===== src/rtl/edc_pkg.sv =====
package edc_pkg;
    // Page codes decoded from the shared paged window
    typedef enum logic [1:0] {
        PG_PORT     = 2'd0,
        PG_POLARITY = 2'd1,
        PG_ENABLE   = 2'd2,
        PG_EVENT    = 2'd3
    } page_e;

    // Warm-up sequence of the pin sampler
    typedef enum logic [1:0] {
        SY_LOAD,
        SY_SETTLE,
        SY_HIST,
        SY_LIVE
    } sync_state_e;
endpackage


===== src/rtl/edc_detect.sv =====
module edc_detect
    import edc_pkg::*;
#(
    parameter int LINES = 24
) (
    input  logic             clk,
    input  logic             rst_n,
    input  logic [LINES-1:0] pin_i,
    input  logic [LINES-1:0] pol_i,
    output logic [LINES-1:0] evt_o
);
    sync_state_e      st_q, st_nx;
    logic [LINES-1:0] meta_q, stab_q, hist_q;
    logic             live;

    // State register
    always_ff @(posedge clk or negedge rst_n) begin
        if (!rst_n) st_q <= SY_LOAD;
        else        st_q <= st_nx;
    end

    // Next state: three clocks until the history flop holds a synchronized sample
    always_comb begin
        st_nx = st_q;
        unique case (st_q)
            SY_LOAD:   st_nx = SY_SETTLE;
            SY_SETTLE: st_nx = SY_HIST;
            SY_HIST:   st_nx = SY_LIVE;
            SY_LIVE:   st_nx = SY_LIVE;
            default:   st_nx = SY_LOAD;
        endcase
    end

    // Synchronizer and history
    always_ff @(posedge clk or negedge rst_n) begin
        if (!rst_n) begin
            meta_q <= '0;
            stab_q <= '0;
            hist_q <= '0;
        end else begin
            meta_q <= pin_i;
            stab_q <= meta_q;
            hist_q <= stab_q;
        end
    end

    // Outputs
    always_comb live = (st_q == SY_LIVE);

    for (genvar i = 0; i < LINES; i++) begin : g_line
        assign evt_o[i] = live & (pol_i[i] ? ( stab_q[i] & ~hist_q[i])
                                           : (~stab_q[i] &  hist_q[i]));
    end

    // A steady synchronized pin yields no event, whatever the direction bits
    assert_flat_quiet_R5: assert property (@(posedge clk) disable iff (!rst_n)
        (stab_q == hist_q) |-> (evt_o == '0));

    // No event leaves the sampler before the warm-up ends
    assert_warmup_quiet_R10: assert property (@(posedge clk) disable iff (!rst_n)
        (st_nx != SY_LIVE) |-> (evt_o == '0));
endmodule


===== src/rtl/edc_regs.sv =====
module edc_regs
    import edc_pkg::*;
#(
    parameter int NUM_PORTS = 3,
    parameter int PORT_W    = 8,
    parameter int IDX_W     = 2
) (
    input  logic                        clk,
    input  logic                        rst_n,
    input  logic                        wr_i,
    input  page_e                       page_i,
    input  logic [IDX_W-1:0]            idx_i,
    input  logic [PORT_W-1:0]           wdata_i,
    input  logic [NUM_PORTS*PORT_W-1:0] evt_i,
    output logic [NUM_PORTS*PORT_W-1:0] pol_o,
    output logic [NUM_PORTS*PORT_W-1:0] id_o,
    output logic [PORT_W-1:0]           rdata_o
);
    localparam int LINES = NUM_PORTS * PORT_W;

    logic [LINES-1:0]     pol_q, en_q, id_q, id_nx, latch;
    logic [NUM_PORTS-1:0] hit;

    always_comb begin
        for (int p = 0; p < NUM_PORTS; p++)
            hit[p] = wr_i && (idx_i == IDX_W'(p));
    end

    // Event register next value: masked clear first, then new events win
    always_comb begin
        latch = evt_i & en_q;
        id_nx = id_q;
        for (int p = 0; p < NUM_PORTS; p++) begin
            if (hit[p] && page_i == PG_EVENT)
                id_nx[p*PORT_W +: PORT_W] = id_q[p*PORT_W +: PORT_W] & wdata_i;
        end
        id_nx = id_nx | latch;
    end

    always_ff @(posedge clk or negedge rst_n) begin
        if (!rst_n) begin
            pol_q <= '0;
            en_q  <= '0;
            id_q  <= '0;
        end else begin
            for (int p = 0; p < NUM_PORTS; p++) begin
                if (hit[p] && page_i == PG_POLARITY) pol_q[p*PORT_W +: PORT_W] <= wdata_i;
                if (hit[p] && page_i == PG_ENABLE)   en_q[p*PORT_W +: PORT_W]  <= wdata_i;
            end
            id_q <= id_nx;
        end
    end

    // Read mux: unknown index or page 0 returns zero
    always_comb begin
        rdata_o = '0;
        for (int p = 0; p < NUM_PORTS; p++) begin
            if (idx_i == IDX_W'(p)) begin
                case (page_i)
                    PG_POLARITY: rdata_o = pol_q[p*PORT_W +: PORT_W];
                    PG_ENABLE:   rdata_o = en_q[p*PORT_W +: PORT_W];
                    PG_EVENT:    rdata_o = id_q[p*PORT_W +: PORT_W];
                    default:     rdata_o = '0;
                endcase
            end
        end
    end

    assign pol_o = pol_q;
    assign id_o  = id_q;

    // Reset state
    always @(negedge clk) begin
        if (!rst_n) begin
            assert_reset_clear_R1: assert (pol_q == '0 && en_q == '0 && id_q == '0)
                else $error("registers not cleared in reset");
        end
    end

    // An enabled event is latched, even against a clearing write
    assert_event_wins_R7: assert property (@(posedge clk) disable iff (!rst_n)
        (|(evt_i & en_q)) |=> ((id_q & $past(evt_i & en_q)) == $past(evt_i & en_q)));

    // Newly set event bits were enabled the clock before
    assert_disabled_quiet_R4: assert property (@(posedge clk) disable iff (!rst_n)
        ((id_q & ~$past(id_q) & ~$past(en_q)) == '0));

    // Writing zero with no simultaneous event empties the port
    for (genvar p = 0; p < NUM_PORTS; p++) begin : g_clr_chk
        assert_zero_clears_R6: assert property (@(posedge clk) disable iff (!rst_n)
            (hit[p] && page_i == PG_EVENT && wdata_i == '0
             && (evt_i[p*PORT_W +: PORT_W] & en_q[p*PORT_W +: PORT_W]) == '0)
            |=> (id_q[p*PORT_W +: PORT_W] == '0));
    end
endmodule


===== src/rtl/edc_capture.sv =====
module edc_capture
    import edc_pkg::*;
#(
    parameter int NUM_PORTS = 3,
    parameter int PORT_W    = 8,
    parameter int IDX_W     = 2
) (
    input  logic                        clk,
    input  logic                        rst_n,
    input  logic [NUM_PORTS*PORT_W-1:0] pin_lvl,
    input  logic                        reg_wr,
    input  logic [1:0]                  reg_page,
    input  logic [IDX_W-1:0]            reg_idx,
    input  logic [PORT_W-1:0]           reg_wdata,
    output logic [PORT_W-1:0]           reg_rdata,
    output logic [NUM_PORTS-1:0]        pend_status,
    output logic                        irq
);
    localparam int LINES = NUM_PORTS * PORT_W;

    logic [LINES-1:0] pol, evt, id;

    edc_detect #(.LINES(LINES)) u_detect (
        .clk   (clk),
        .rst_n (rst_n),
        .pin_i (pin_lvl),
        .pol_i (pol),
        .evt_o (evt)
    );

    edc_regs #(.NUM_PORTS(NUM_PORTS), .PORT_W(PORT_W), .IDX_W(IDX_W)) u_regs (
        .clk     (clk),
        .rst_n   (rst_n),
        .wr_i    (reg_wr),
        .page_i  (page_e'(reg_page)),
        .idx_i   (reg_idx),
        .wdata_i (reg_wdata),
        .evt_i   (evt),
        .pol_o   (pol),
        .id_o    (id),
        .rdata_o (reg_rdata)
    );

    for (genvar p = 0; p < NUM_PORTS; p++) begin : g_pend
        assign pend_status[p] = |id[p*PORT_W +: PORT_W];
    end

    assign irq = |pend_status;

    // The request follows the pending summary
    assert_irq_level_R8: assert property (@(posedge clk) disable iff (!rst_n)
        ($fell(irq) |-> (pend_status == '0)));
endmodule


===== config.mk =====
export PLATFORM = sky130hd
export DESIGN_NAME = edc_capture
export DESIGN_NICKNAME = d
export VERILOG_FILES = /design/src/rtl/edc_pkg.sv /design/src/rtl/edc_detect.sv /design/src/rtl/edc_regs.sv /design/src/rtl/edc_capture.sv
export SDC_FILE = /design/constraint.sdc
export NUM_CORES = 1
export LEC_CHECK = 0
export BUFFER_PORTS_ARGS = -buffer_cell sky130_fd_sc_hd__buf_2
export CAP_MARGIN = 20
export CORE_MARGIN = 1.5
export CORE_UTILIZATION = 55
export DETAILED_ROUTE_END_ITERATION = 10
export GPL_TIMING_DRIVEN = 0
export PLACE_DENSITY = 0.75
export SLEW_MARGIN = 10
export SYNTH_ARGS = -nofsm -noshare
export SYNTH_HDL_FRONTEND = slang
export SYNTH_SLANG_ARGS = --single-unit

===== constraint.sdc =====
create_clock -name clk -period 1.95 [get_ports clk]
set_clock_uncertainty 0.2 [all_clocks]
set_input_delay 0.0975 -clock clk [delete_from_list [all_inputs] [get_ports clk]]
set_output_delay 0.0975 -clock clk [all_outputs]
set_load 0.01 [all_outputs]

; Word-level counts from Yosys, hierarchy flattened
; Index checks and enable logic that the tools add are counted.
[totals]
mem_bits_ro = 0
inputBits = 39
latch_bits = 0
elab_cells = 197
mem_count = 0
reg_bits = 146
ramBits = 0
out_inout_bits = 12
[classes]
n_div = 0
shifts = 0
order_cmp = 0
n_bitwise = 125
mul = 0
eq_ne = 8
mux = 34
n_reduce_logical = 19
n_addsub = 0
[op_table]
columns = operator, n
row1 = 1-bit bitwise AND, 72
row2 = 8-bit case mux with 3 select lines, 3
row3 = 8-bit 2-to-1 mux, 6
row4 = 1-bit NOT, 48
row5 = 24-bit bitwise AND, 1
row6 = 8-bit bitwise AND, 3
row7 = 1-bit 2-to-1 mux, 24
row8 = 24-bit OR, 1
row9 = 24-bit OR reduction, 1
row10 = 8-bit OR reduction, 3
row11 = 1-bit logical AND, 12
row12 = 2-bit equality test (second input constant), 5
row13 = 2-bit by 1-bit equality test with 1-bit output (second input constant), 3
row14 = 2-bit case mux with 3 select lines, 1
row15 = 2-bit logical NOT, 2
row16 = 2-bit OR reduction, 1

; Depth between registers and ports, before layout
; Gate-level depths: netlist of the first run.
[logic_depth]
ltp_word = 6
depth_mapped = 6
ltp_nobuf = 3

; Hierarchy
; A second synthesis of the first run with hierarchy kept.
[hier_totals]
hier_cells = 476
hier_area_um2 = 6075.8
[by_module_without_submodules]
columns = module, area_each_um2, seq_area_each_um2, instances, cells_per_inst
row1 = edc_regs, 3632.2, 1801.7, 1, 315
row2 = edc_detect, 2388.5, 1851.8, 1, 151
row3 = edc_capture, 55.1, 0.0, 1, 10

; Worst setup path after synthesis of the first run
; No wires, ideal clock.
[synth_path]
path_type = in2out
from = input reg_page[1]
to = output reg_rdata[0]
stages = 5
n_path_buf = 2
arrival_ps = 1245
required_ps = 1652
path_slack_ps = 408
path_cell_list = buf_4 > and4bb_2 > clkbuf_1 > a22oi_1 > a222oi_1
[synth_between]
elab_chain_cells = 5
elab_cells_between_ends = 9
classes_between = 3 x eq/ne / 6 x mux
[synth_rtl]
columns = element, line_no
row1 = "start, declared", edc_capture.sv:12  ; input logic [1:0] reg_page,
row2 = 2-bit equality test / 2-bit by 1-bit equality test with 1-bit output (equally long branches), edc_regs.sv:59  ; case (page_i)
row3 = 8-bit case mux with 3 select lines, edc_regs.sv:59
row4 = 8-bit 2-to-1 mux (2 in series), edc_regs.sv:58  ; if (idx_i == IDX_W'(p)) begin
row5 = 8-bit 2-to-1 mux (*), edc_regs.sv:58
row6 = "end, declared", edc_capture.sv:15  ; output logic [PORT_W-1:0] reg_rdata,
; Every way passes the cells marked *; elsewhere a longest branch is shown, timed or not.

; Worst setup path in the final report of the first run
[layout_path]
from = register u_regs.id_q[1], in the netlist u_regs.id_o[1]
to = output reg_rdata[1]
[layout_between]
elab_chain_cells = 4
[layout_rtl]
columns = element, line_no
row1 = "start, declared", edc_regs.sv:21  ; logic [LINES-1:0] pol_q, en_q, id_q, id_nx, latch;
row2 = "start signal, assigned", edc_regs.sv:50  ; id_q <= id_nx;
row3 = 8-bit case mux with 3 select lines, edc_regs.sv:59
row4 = 8-bit 2-to-1 mux (3 in series), edc_regs.sv:58
; Every way passes these cells.

==> results of run 1 <==
## area by class of cell
type                       instances  area, um^2
buffer                            31       182.7
clock buffer                      19       421.7
clock inverter                    13       209.0
fill                             748        2969
inverter                           1       3.754
multi-input combinational        294        2223
sequential                       146        3654
tap                              140       175.2
timing repair buffer             110       907.1
## how the worst min path moves through the flow
stage,to,slack (ns),startpoint
2_1_floorplan,u_detect.hist_q[0],-0.40,rst_n
3_3_place_gp,u_detect.meta_q[5],0.005,pin_lvl[5]
3_5_place_dp,u_detect.stab_q[7],0.0002,rst_n
4_1_cts,u_detect.meta_q[5],0.0005,pin_lvl[5]
5_1_grt,u_regs.id_o[6],-0.002,reg_idx[1]
6_report,u_regs.id_o[1],-0.03,reg_idx[1]
## metrics by stage
step                      hold slack [ns]  util [%]
after floorplan                   -0.3981         -
after global placement           0.004925     59.65
after detailed placement        0.0002044     59.97
after CTS                       0.0005018     72.08
after global routing            -0.002202     72.37
final                            -0.02814     72.37
## kinds of logic (layout without fill, tap and decap cells)
logic type | count (synthesis) | in the layout | synth area share, %
flip-flops | 146 | 146 | 60.64
multiplexers | 64 | 64 | 12.79
AND/OR/NAND/NOR | 118 | 118 | 11.53
buffers and inverters | 32 | 174 | 3.053
AO/OA/AOI/OAI | 112 | 112 | 11.98
## registers in the layout (all words and copies together) (netlist names)
register / flops
u_detect.hist_q: 24
u_detect.meta_q: 24
u_detect.st_q: 2
u_detect.stab_q: 24
u_regs.en_q: 24
u_regs.id_o: 24
u_regs.pol_o: 24
## synth_stat cells (all sizes together) (9+ instances only)
master,n
dfrtp,146
mux2,56
o21ai,39
nand2,36
nor2b,26
a21oi,24
nor3b,24
o31ai,24
clkbuf,16
buf,15
nand3b,9
## routing by layer
layer  up-vias  GRT usage, %  part of all wire [%]
met2       159         45.09                    49
met3        45         6.416                   4.6
met4         0         12.78                   3.7
met5         -             0                     0
met1      2222         34.46                    43
li1       1973             -                     -
## report_power, final
group	internal (mW)	switching, mW
logic	0.693	0.542
registers	3.46	0.366
clock network	2.21	1.28
total	6.36	2.19
## what timing repair did
action	4_1_cts	5_1_grt
hold buffers	55	1
pin swaps	15	5
endpoints found under the setup margin	9	26
gates resized for setup	5	9
hold endpoints to repair	223	1
buffers inserted	12	1
## worst max-delay path, delay by kind of cell (launching register included)
kind	cells	cell delay (ns)
DFF	1	0.39
AOI/OAI and AO/OA	2	0.78
buffers and inverters	1	0.21
muxes	1	0.10
==> results.md, run 1 <==
- Placed insts: 655
- Finished Cell Area: 7776 um^2
- Crit-path slowest cell: a222oi_1
- First-pass GRT wire length: 23.43 mm
- Reg2Reg Launch Point: u_detect.st_q[1]
- Clock root buffer: clkbuf_8
- DIE AREA: 11590 um^2
- Core footprint: 10750 um^2
- Fraction of registers with async set/reset: 100.0%
- Design Power: 8.548 mW
- Initial antenna violation count: 0
- Post-DP HPWL: 9.083 mm
- Avg Inst Size Synth: 12.76 um^2
- Final hold vios: 15
- Fin crit share: 119.2%
- Drt total wl: 14.95 mm
- Worst min-delay path class: input port to flop
- CP endpoint: reg_rdata[1]
- NumNets Final: 640
- Data arrival, critical path: 2.03 ns
- Ant. Diodes: 0
- Commonest non-fill, non-tap cell in the layout: dfrtp_1
- Die H: 107.7 um
- CP max stage delay: 0.45 ns
- PortBufs: 42
- Detailed-route via count: 4399
- CTS clk-pin slew, worst paths: 0.06 ns
- Min Hold Slack: -0.02814 ns
- Top Ports: 51
- Row count: 38
- Startpoint types: flop
- Count of pins over their slew limit: 0
- Vias per cell: 5.834
- Pwr Density: 1099 nW/um^2
- Antenna-violating nets left: 0
- CP Capture Type: primary output
- Register bit total from synthesis: 146
- Unique masters post-synth: 34
- Reg2Reg Setup Slack: 0.23 ns
- Final setup vio count: 10
- Register-to-Register Path Depth: 5
- Gate Count Post-Synth: 472
- Clock buffer depth: 2
- Area grow syn2layout: 29.08%
- Worst Setup SP: u_regs.id_o[1]
- Dpl cell area: 6444 um^2
- Ys flop type: dfrtp_1
- Num CTS Buffers: 17
- Hold path cells: 5
- CP Data Required Time: 1.65 ns
- Non-Filler Instances: 754
- 1st-pass router iterations: 5
- Routed WL per cell: 19.82 um
- Vias in the first global route: 4611
- Worst skew pair latency: 0.54 ns
- Largest cells by area after synthesis: dfrtp_1, mux2_2, mux2_4
- Initial Utilization: 56.07%
- DP Worst Slack: -0.1093 ns
- Clk sinks: 146
- Pin count of the biggest net entering global routing: 84
- WS Path Type: flop to primary output
- TritonCTS clock tree: yes
- Max Cap Viol: 0
- Synthesized Nets: 511
- DIE WIDTH: 107.7 um
- Largest fanout on the critical path: 3
- # DRC: 0
- Crit path cell chain: mux2i_1 -> a221o_1 -> a222oi_1 -> buf_2
- Setup tns final: -2.820 ns
- Total congestion overflow: 0
- RSZ-0062 raised after global routing: true
- Post-synth EDFFs: 0
- Register area share after synthesis: 60.64%
- DRT iter0 DRCs: 371
- Synth Warn #: 0
- Layout cells sized above 1: 27.52%
- Max Clock Freq: 0.4303 GHz
- Most frequent cells in the layout: dfrtp_1, dlygate4sd3_1, buf_2
- Status: finished, violations left
- Mapped Area: 6025 um^2
- Failing checks: hold timing, setup timing
- Min cycle time layout: 2.324 ns
- Reg-to-reg critical path endpoint: u_regs.id_o[11]
- Max VDD drop: 891.4 uV
- Share of Yosys cell area claimed by the top area cell type: 60.64%
- H-tree depth: 4
- Max_slew headroom: 48.42%
- Tightest Pin Transition: 0.7737 ns
- Largest area contributor in the netlist: dfrtp_1
- GR Util All Layers: 27.44%
- Pleak: 3.309 nW
- Final RePlAce weighted congestion: 0.9015
- Final WS setup: -0.3739 ns
(Power assumes the default switching activity.)
==> run 2: changes to the inputs <==
- ABC_AREA: not set -> 1
- CAP_MARGIN: 20 -> 10
- CTS_BUF_LIST: not set -> sky130_fd_sc_hd__clkbuf_4
==> run 2 against run 1 <==
  * The flow now finishes without violations
  * Die area increased by 0.36%
  * First-iteration DRC count rose by 63%
  * Cell count rose by 25%
  * Core utilization increased by 0.32 points
  * Combinational power down 4%
  * Fmax is 19% higher
  * Global-route usage increased by 2.6 points
  * Clock-buffer cell count is the same
  * Register-to-register slack got worse by 0.05 ns
  * Synthesized cell count rose by 31%
  * Largest cell class unchanged
==> results.md, run 2 <==
- Post-synth EDFFs: 0 (unchanged)
- Unique masters post-synth: 22 (was 34)
- Register bit total from synthesis: 146 (unchanged)
- CTS clk-pin slew, worst paths: 0.12 ns (was 0.06 ns)
- Design Power: 6.970 mW (was 8.548 mW)
- Gate Count Post-Synth: 619 (was 472)
- Finished Cell Area: 7845 um^2 (was 7776 um^2)
- Crit-path most repeated cell: dlygate4sd3_1
- Clock root buffer: clkbuf_4 (was clkbuf_8)
- DP Worst Slack: 0.2035 ns (was -0.1093 ns)
- Pin count of the biggest net entering global routing: 88 (was 84)
- Ant. Diodes: 0 (unchanged)
- Min cycle time layout: 1.948 ns (was 2.324 ns)
- Die H: 107.9 um (was 107.7 um)
- Non-Filler Instances: 939 (was 754)
- Crit path cell chain: buf_2 -> inv_2 -> nand2_2 -> dlygate4sd3_1 -> nor2_8 -> dlygate4sd3_1 -> nand2_1 -> o21ai_0 (was mux2i_1 -> a221o_1 -> a222oi_1 -> buf_2)
- Crit-path slowest cell: dlygate4sd3_1 (was a222oi_1)
- Commonest non-fill, non-tap cell in the layout: dfrtp_1 (unchanged)
- Area grow syn2layout: 29.73% (was 29.08%)
- DIE WIDTH: 107.9 um (was 107.7 um)
- Fin crit share: 99.90% (was 119.2%)
- Reg2Reg Launch Point: u_detect.st_q[0] (was u_detect.st_q[1])
- Fraction of registers with async set/reset: 100.0% (unchanged)
- TritonCTS clock tree: yes (unchanged)
- Startpoint types: input port (was flop)
- Simple-Gate Fraction of Synth Area: 23.34% (was 11.53%)
- Final WS setup: 0.001937 ns (was -0.3739 ns)
- Most common cell in the netlist: dfrtp_1 (unchanged)
- Avg Inst Size Synth: 9.769 um^2 (was 12.76 um^2)
- Final setup vio count: 0 (was 10)
- Initial Utilization: 56.03% (was 56.07%)
- Worst min-delay path class: input port to flop (unchanged)
- Synth Warn #: 0 (unchanged)
- Vias in the first global route: 5181 (was 4611)
- Count of pins over their slew limit: 0 (unchanged)
- RSZ-0062 raised after global routing: true (unchanged)
- Num CTS Buffers: 17 (unchanged)
- Clk sinks: 146 (unchanged)
- Xor/xnor share of the synthesized area: 0% (unchanged)
- H-tree depth: 4 (unchanged)
- Max_slew headroom: 56.12% (was 48.42%)
- DRT iter0 DRCs: 606 (was 371)
- Post-DP HPWL: 9.878 mm (was 9.083 mm)
- First-pass GRT wire length: 25.92 mm (was 23.43 mm)
- CP Capture Type: flop (was primary output)
- Mapped Area: 6047 um^2 (was 6025 um^2)
- Worst skew pair latency: 0.55 ns (was 0.54 ns)
- Largest area contributor in the netlist: dfrtp_1 (unchanged)
- Detailed-route via count: 5309 (was 4399)
- DIE AREA: 11630 um^2 (was 11590 um^2)
- Drt total wl: 16.30 mm (was 14.95 mm)
- Placed insts: 808 (was 655)
- GR Util All Layers: 30.00% (was 27.44%)
- Register-to-Register Path Depth: 5 (unchanged)
- Row count: 38 (unchanged)
- Max Clock Freq: 0.5133 GHz (was 0.4303 GHz)
- Synth Area in Adders: 0% (unchanged)
- Largest fanout on the critical path: 8 (was 3)
- Largest cells by area after synthesis: dfrtp_1, nand3_1, nand2_1 (was dfrtp_1, mux2_2, mux2_4)
- Worst Hold End: u_regs.id_o[7] (was u_regs.id_o[1])
- WS Path Type: input port to flop (was flop to primary output)
- Tightest Pin Transition: 0.6582 ns (was 0.7737 ns)
- Top Ports: 51 (unchanged)
- Antenna-violating nets left: 0 (unchanged)
- Status: finished clean (was finished, violations left)
- Ys flop type: dfrtp_1 (unchanged)
- Filler Cells Inserted: 769 (was 748)
- Initial antenna violation count: 0 (unchanged)
- Layout cells sized above 1: 16.65% (was 27.52%)
- 1st-pass router iterations: 5 (unchanged)
- Synthesized Nets: 658 (was 511)
- Vias per cell: 5.654 (was 5.834)
- Routed WL per cell: 17.36 um (was 19.82 um)
- CP Data Required Time: 2.22 ns (was 1.65 ns)
- NumNets Final: 827 (was 640)
- Multiplexer share of the synthesized area: 0% (was 12.79%)
- Total congestion overflow: 0 (unchanged)
- Dpl cell area: 6496 um^2 (was 6444 um^2)
- Max VDD drop: 572.0 uV (was 891.4 uV)
- # DRC: 0 (unchanged)
- Final hold vios: 0 (was 15)
- Setup tns final: 0 ns (was -2.820 ns)
- CP max stage delay: 0.70 ns (was 0.45 ns)
- Most frequent cells in the layout: dfrtp_1, nand2_1, nand3_1 (was dfrtp_1, dlygate4sd3_1, buf_2)
- Max Cap Viol: 0 (unchanged)
- Pleak: 3.564 nW (was 3.309 nW)
- Data arrival, critical path: 2.22 ns (was 2.03 ns)
- PortBufs: 48 (was 42)
- Post-synth top cells: dfrtp_1, nand2_1, nand3_1, o21ai_0, inv_1 (was dfrtp_1, mux2_2, o21ai_0, nand2_1, nor2b_1)
- Core footprint: 10790 um^2 (was 10750 um^2)
- Hold Startpoint: reg_wr (was reg_idx[1])
- Clock buffer depth: 2 (unchanged)
- Reg2Reg Setup Slack: 0.18 ns (was 0.23 ns)
- Min Hold Slack: 0.04903 ns (was -0.02814 ns)
- Register area share after synthesis: 60.42% (was 60.64%)
- Compound-Gate Fraction of Synth Area: 11.26% (was 11.98%)
- Post-layout util: 72.69% (was 72.37%)
- Largest family of logic cells by synthesized area: simple AND/OR/NAND/NOR gates (was multiplexers)
- Final RePlAce weighted congestion: 0.9408 (was 0.9015)
- Reg-to-reg critical path endpoint: u_regs.id_o[4] (was u_regs.id_o[11])
- Share of Yosys cell area claimed by the top area cell type: 60.42% (was 60.64%)
- Pwr Density: 888.5 nW/um^2 (was 1099 nW/um^2)
- Hold path cells: 4 (was 5)
[run 2: timing repair]
action	in CTS	in global routing
setup buffers	1	2
endpoints found under the hold margin	242	10
hold buffers	96	5
pin swaps	1	6
gates cloned	0	0
gates resized for setup	4	6
endpoints found under the setup margin	3	22
[run 2: per-layer routing]
metal | global-route usage, % | vias up | wire (um)
li1 | - | 2434 | -
met1 | 39.45 | 2531 | 6562
met2 | 46.68 | 300 | 7666
met3 | 8.959 | 44 | 1620
met4 | 12.31 | 0 | 450
met5 | 0 | - | 0
[run 2: worst max path at each step]
stage	startpoint	end	slack, ns	cells past startpoint
6_report	reg_page[1]	u_regs.pol_o[11]	0.002	8
4_1_cts	reg_page[1]	u_regs.pol_o[16]	0.002	8
2_1_floorplan	reg_page[1]	reg_rdata[6]	0.67	7
5_1_grt	u_regs.id_o[13]	irq	-0.06	5
3_3_place_gp	rst_n	u_detect.meta_q[8]	-1.36	1
3_5_place_dp	reg_page[0]	reg_rdata[0]	0.20	8
[run 2: kinds of logic (layout without fill, tap and decap cells)]
family          after synthesis  count (layout)
simple gates                292             292
flops                       146             146
compound gates              115             115
buf+inv                      66             246
[run 2: critical path, delay by kind of cell]
kind / cells / cell delay [ns]
and+or+nand+nor: 3 / 0.34
buffers and inverters: 4 / 1.69
AOI/OAI and AO/OA: 1 / 0.08
[run 2: layout make-up]
cell class                      instances  area [um^2]  area share (%)
Timing Repair Buffer                  150         1284           16.36
Tap cell                              140        175.2           2.233
Clock buffer                           19        142.6           1.818
Inverter                               42        157.7           2.010
Buffer                                 24        143.9           1.834
Clock inverter                         11        163.9           2.089
Sequential cell                       146         3654           46.57
Multi-Input combinational cell        407         2125           27.08
[run 2: power by group]
part           total (mW)  leakage (nW)  internal, mW  switching (mW)
logic                1.18          1.71         0.540           0.640
registers            3.71          1.69          3.41           0.298
clock network        2.08         0.166          1.02            1.06
total                6.97          3.56          4.98            1.99
==> run 3: changes to the inputs <==
- CORE_UTILIZATION: 55 -> 40
- PLACE_DENSITY: 0.75 -> 0.58
==> run 3 against run 2 <==
  * The flow now finishes with violations (DRC)
  * Routed wire length rose by 1.3%
  * Combinational power fell by 4%
  * Global-route usage fell by 7.6 points
  * Clock-buffer cell count did not move
==> results.md, run 3 (synthesis gave the netlist of run 2 again) <==
- Met3 Track Usage GR: 5.862% (was 8.959%)
- Row count: 44 (was 38)
- Final setup vio count: 0 (unchanged)
- Failing checks: DRC
- Die H: 126.0 um (was 107.9 um)
- Num CTS Buffers: 17 (unchanged)
- Data arrival, critical path: 1.62 ns (was 2.22 ns)
- DIE WIDTH: 126.0 um (was 107.9 um)
- Vias per cell: 5.275 (was 5.654)
- Pwr Density: 885.0 nW/um^2 (was 888.5 nW/um^2)
- Logic pwr share: 16.5% (was 16.9%)
- CP endpoint: irq (was u_regs.pol_o[11])
- Crit-path slowest cell: dfrtp_1 (was dlygate4sd3_1)
- Worst min-delay path class: input port to flop (unchanged)
- Routed WL per cell: 17.05 um (was 17.36 um)
- Clock buffer depth: 2 (unchanged)
- Reg2Reg Launch Point: u_detect.st_q[1] (was u_detect.st_q[0])
- Area grow syn2layout: 28.49% (was 29.73%)
- Layout cells sized above 1: 17.86% (was 16.65%)
- RSZ-0062 raised after global routing: true (unchanged)
- Post-DP HPWL: 10.50 mm (was 9.878 mm)
- DP Worst Slack: 0.1562 ns (was 0.2035 ns)
- Total congestion overflow: 0 (unchanged)
- Register-to-Register Path Depth: 5 (unchanged)
- Final WS setup: 0.02905 ns (was 0.001937 ns)
- Largest fanout on the critical path: 3 (was 8)
- Filler Cells Inserted: 1328 (was 769)
- Startpoint types: flop (was input port)
- Post-layout util: 53.06% (was 72.69%)
- Fin crit share: 98.51% (was 99.90%)
- Status: finished, violations left (was finished clean)
- Max Cap Viol: 0 (unchanged)
- Vias in the first global route: 5161 (was 5181)
- Clk sinks: 146 (unchanged)
- Drt total wl: 16.50 mm (was 16.30 mm)
- Pin count of the biggest net entering global routing: 75 (was 88)
- Max Clock Freq: 0.5206 GHz (was 0.5133 GHz)
- Dpl cell area: 6555 um^2 (was 6496 um^2)
- Met2 Usage GRT: 34.03% (was 46.68%)
- Sequential Area: 3654 um^2 (unchanged)
- Initial antenna violation count: 0 (unchanged)
- Internal cell power: 4.839 mW (was 4.977 mW)
- NumNets Final: 810 (was 827)
- Top Ports: 51 (unchanged)
- Detailed-route via count: 5106 (was 5309)
- Most frequent cells in the layout: dfrtp_1, nand2_1, nand3_1 (unchanged)
- Ant. Diodes: 0 (unchanged)
- Antenna-violating nets left: 0 (unchanged)
- Crit path cell chain: nor2_2 -> nand2_1 -> nor2_4 -> nand3_2 -> buf_6 (was buf_2 -> inv_2 -> nand2_2 -> dlygate4sd3_1 -> nor2_8 -> dlygate4sd3_1 -> nand2_1 -> o21ai_0)
- NetSw: 2.037 mW (was 1.993 mW)
- Final RePlAce weighted congestion: 0.9084 (was 0.9408)
- Area of the multi-input gates: 2145 um^2 (was 2125 um^2)
- CP max stage delay: 0.42 ns (was 0.70 ns)
- PortBufs: 48 (unchanged)
- Commonest non-fill, non-tap cell in the layout: dfrtp_1 (unchanged)
- Non-Filler Instances: 968 (was 939)
- Tightest Pin Transition: 0.6138 ns (was 0.6582 ns)
- Core footprint: 14640 um^2 (was 10790 um^2)
- CP Capture Type: primary output (was flop)
- TritonCTS clock tree: yes (unchanged)
- Worst Setup SP: u_regs.id_o[9] (was reg_page[1])
- DIE AREA: 15860 um^2 (was 11630 um^2)
- Placed insts: 852 (was 808)
- 1st-pass router iterations: 9 (was 5)
- Switching share of power: 29.62% (was 28.60%)
- CTS clk-pin slew, worst paths: 0.13 ns (was 0.12 ns)
- WS Path Type: flop to primary output (was input port to flop)
- Max VDD drop: 604.3 uV (was 572.0 uV)
- Min cycle time layout: 1.921 ns (was 1.948 ns)
- Reg-to-reg critical path endpoint: u_regs.id_o[21] (was u_regs.id_o[4])
- GR Util All Layers: 22.36% (was 30.00%)
- Final hold vios: 0 (unchanged)
- CP Data Required Time: 1.65 ns (was 2.22 ns)
- Hold path cells: 4 (unchanged)
- H-tree depth: 4 (unchanged)
- DRT iter0 DRCs: 337 (was 606)
- Sequential power share: 54.1% (was 53.2%)
- Max_slew headroom: 59.08% (was 56.12%)
- Worst skew pair latency: 0.56 ns (was 0.55 ns)
- Initial Utilization: 41.29% (was 56.03%)
- Clock root buffer: clkbuf_4 (unchanged)
- Met1 usage: 30.27% (was 39.45%)
- Pleak: 3.536 nW (was 3.564 nW)
- Clock power frac: 29.4% (was 29.8%)
- First-pass GRT wire length: 27.11 mm (was 25.92 mm)
- Finished Cell Area: 7770 um^2 (was 7845 um^2)
- Count of pins over their slew limit: 0 (unchanged)
- Gr busiest metal: met2 (unchanged)
- Design Power: 6.876 mW (was 6.970 mW)
- Reg2Reg Setup Slack: 0.25 ns (was 0.18 ns)
- # DRC: 3 (was 0)
## run 3: how the worst min path moves through the flow
stage | startpoint | to | slack [ns]
floorplan | rst_n | u_detect.hist_q[0] | -0.40
global placement | pin_lvl[8] | u_detect.meta_q[8] | 0.005
detailed placement | rst_n | u_detect.meta_q[17] | -0.1
CTS | reg_wr | u_regs.id_o[3] | 0.007
global route | reg_wr | u_regs.id_o[6] | 0.04
finish | reg_wr | u_regs.id_o[5] | 0.05
## run 3: metrics by stage
step           setup TNS (ns)  hold WS, ns
2_1_floorplan               0      -0.3981
3_3_place_gp          -213.86     0.004922
3_5_place_dp                0     -0.09527
4_1_cts             -0.001471     0.006694
5_1_grt               -0.1191      0.04368
6_report                    0      0.04873
## run 3: power by group through the flow
stage               sequential [mW]  combinational, mW  clock [mW]
floorplan                      3.66              0.632           0
global placement               3.76              0.895           0
detailed placement             3.76              0.939           0
CTS                            3.71               1.10        2.09
global route                   3.76               1.28        2.21
finish                         3.72               1.13        2.02
## run 3: timing repair
| item | 4_1_cts | 5_1_grt |
|---|---|---|
| hold buffers | 82 | 1 |
| endpoints found under the setup margin | 3 | 16 |
| hold endpoints to repair | 242 | 6 |
| pin swaps | 4 | 6 |
| buffers inserted | 1 | 2 |
| resized for setup | 8 | 11 |
## run 3: final cells by class
cell class                 instances  area share (%)
buffer                            24           1.868
clock buffer                      19           1.836
clock inverter                    13           2.061
inverter                          42           2.029
multi-input combinational        407           27.60
sequential                       146           47.02
tap                              184           2.963
timing repair buffer             133           14.62
## run 3: metal layers
metal	part of all wire [%]	wire length (um)
met1	45	7383
met2	46	7618
met5	0	0
met3	6.4	1053
met4	2.7	448
## run 3: critical path, delay by kind of cell, from the launching register on
kind / cells / cell delay [ns]
buffers and inverters: 1 / 0.14
flip-flops: 1 / 0.42
AND/OR/NAND/NOR: 4 / 0.49
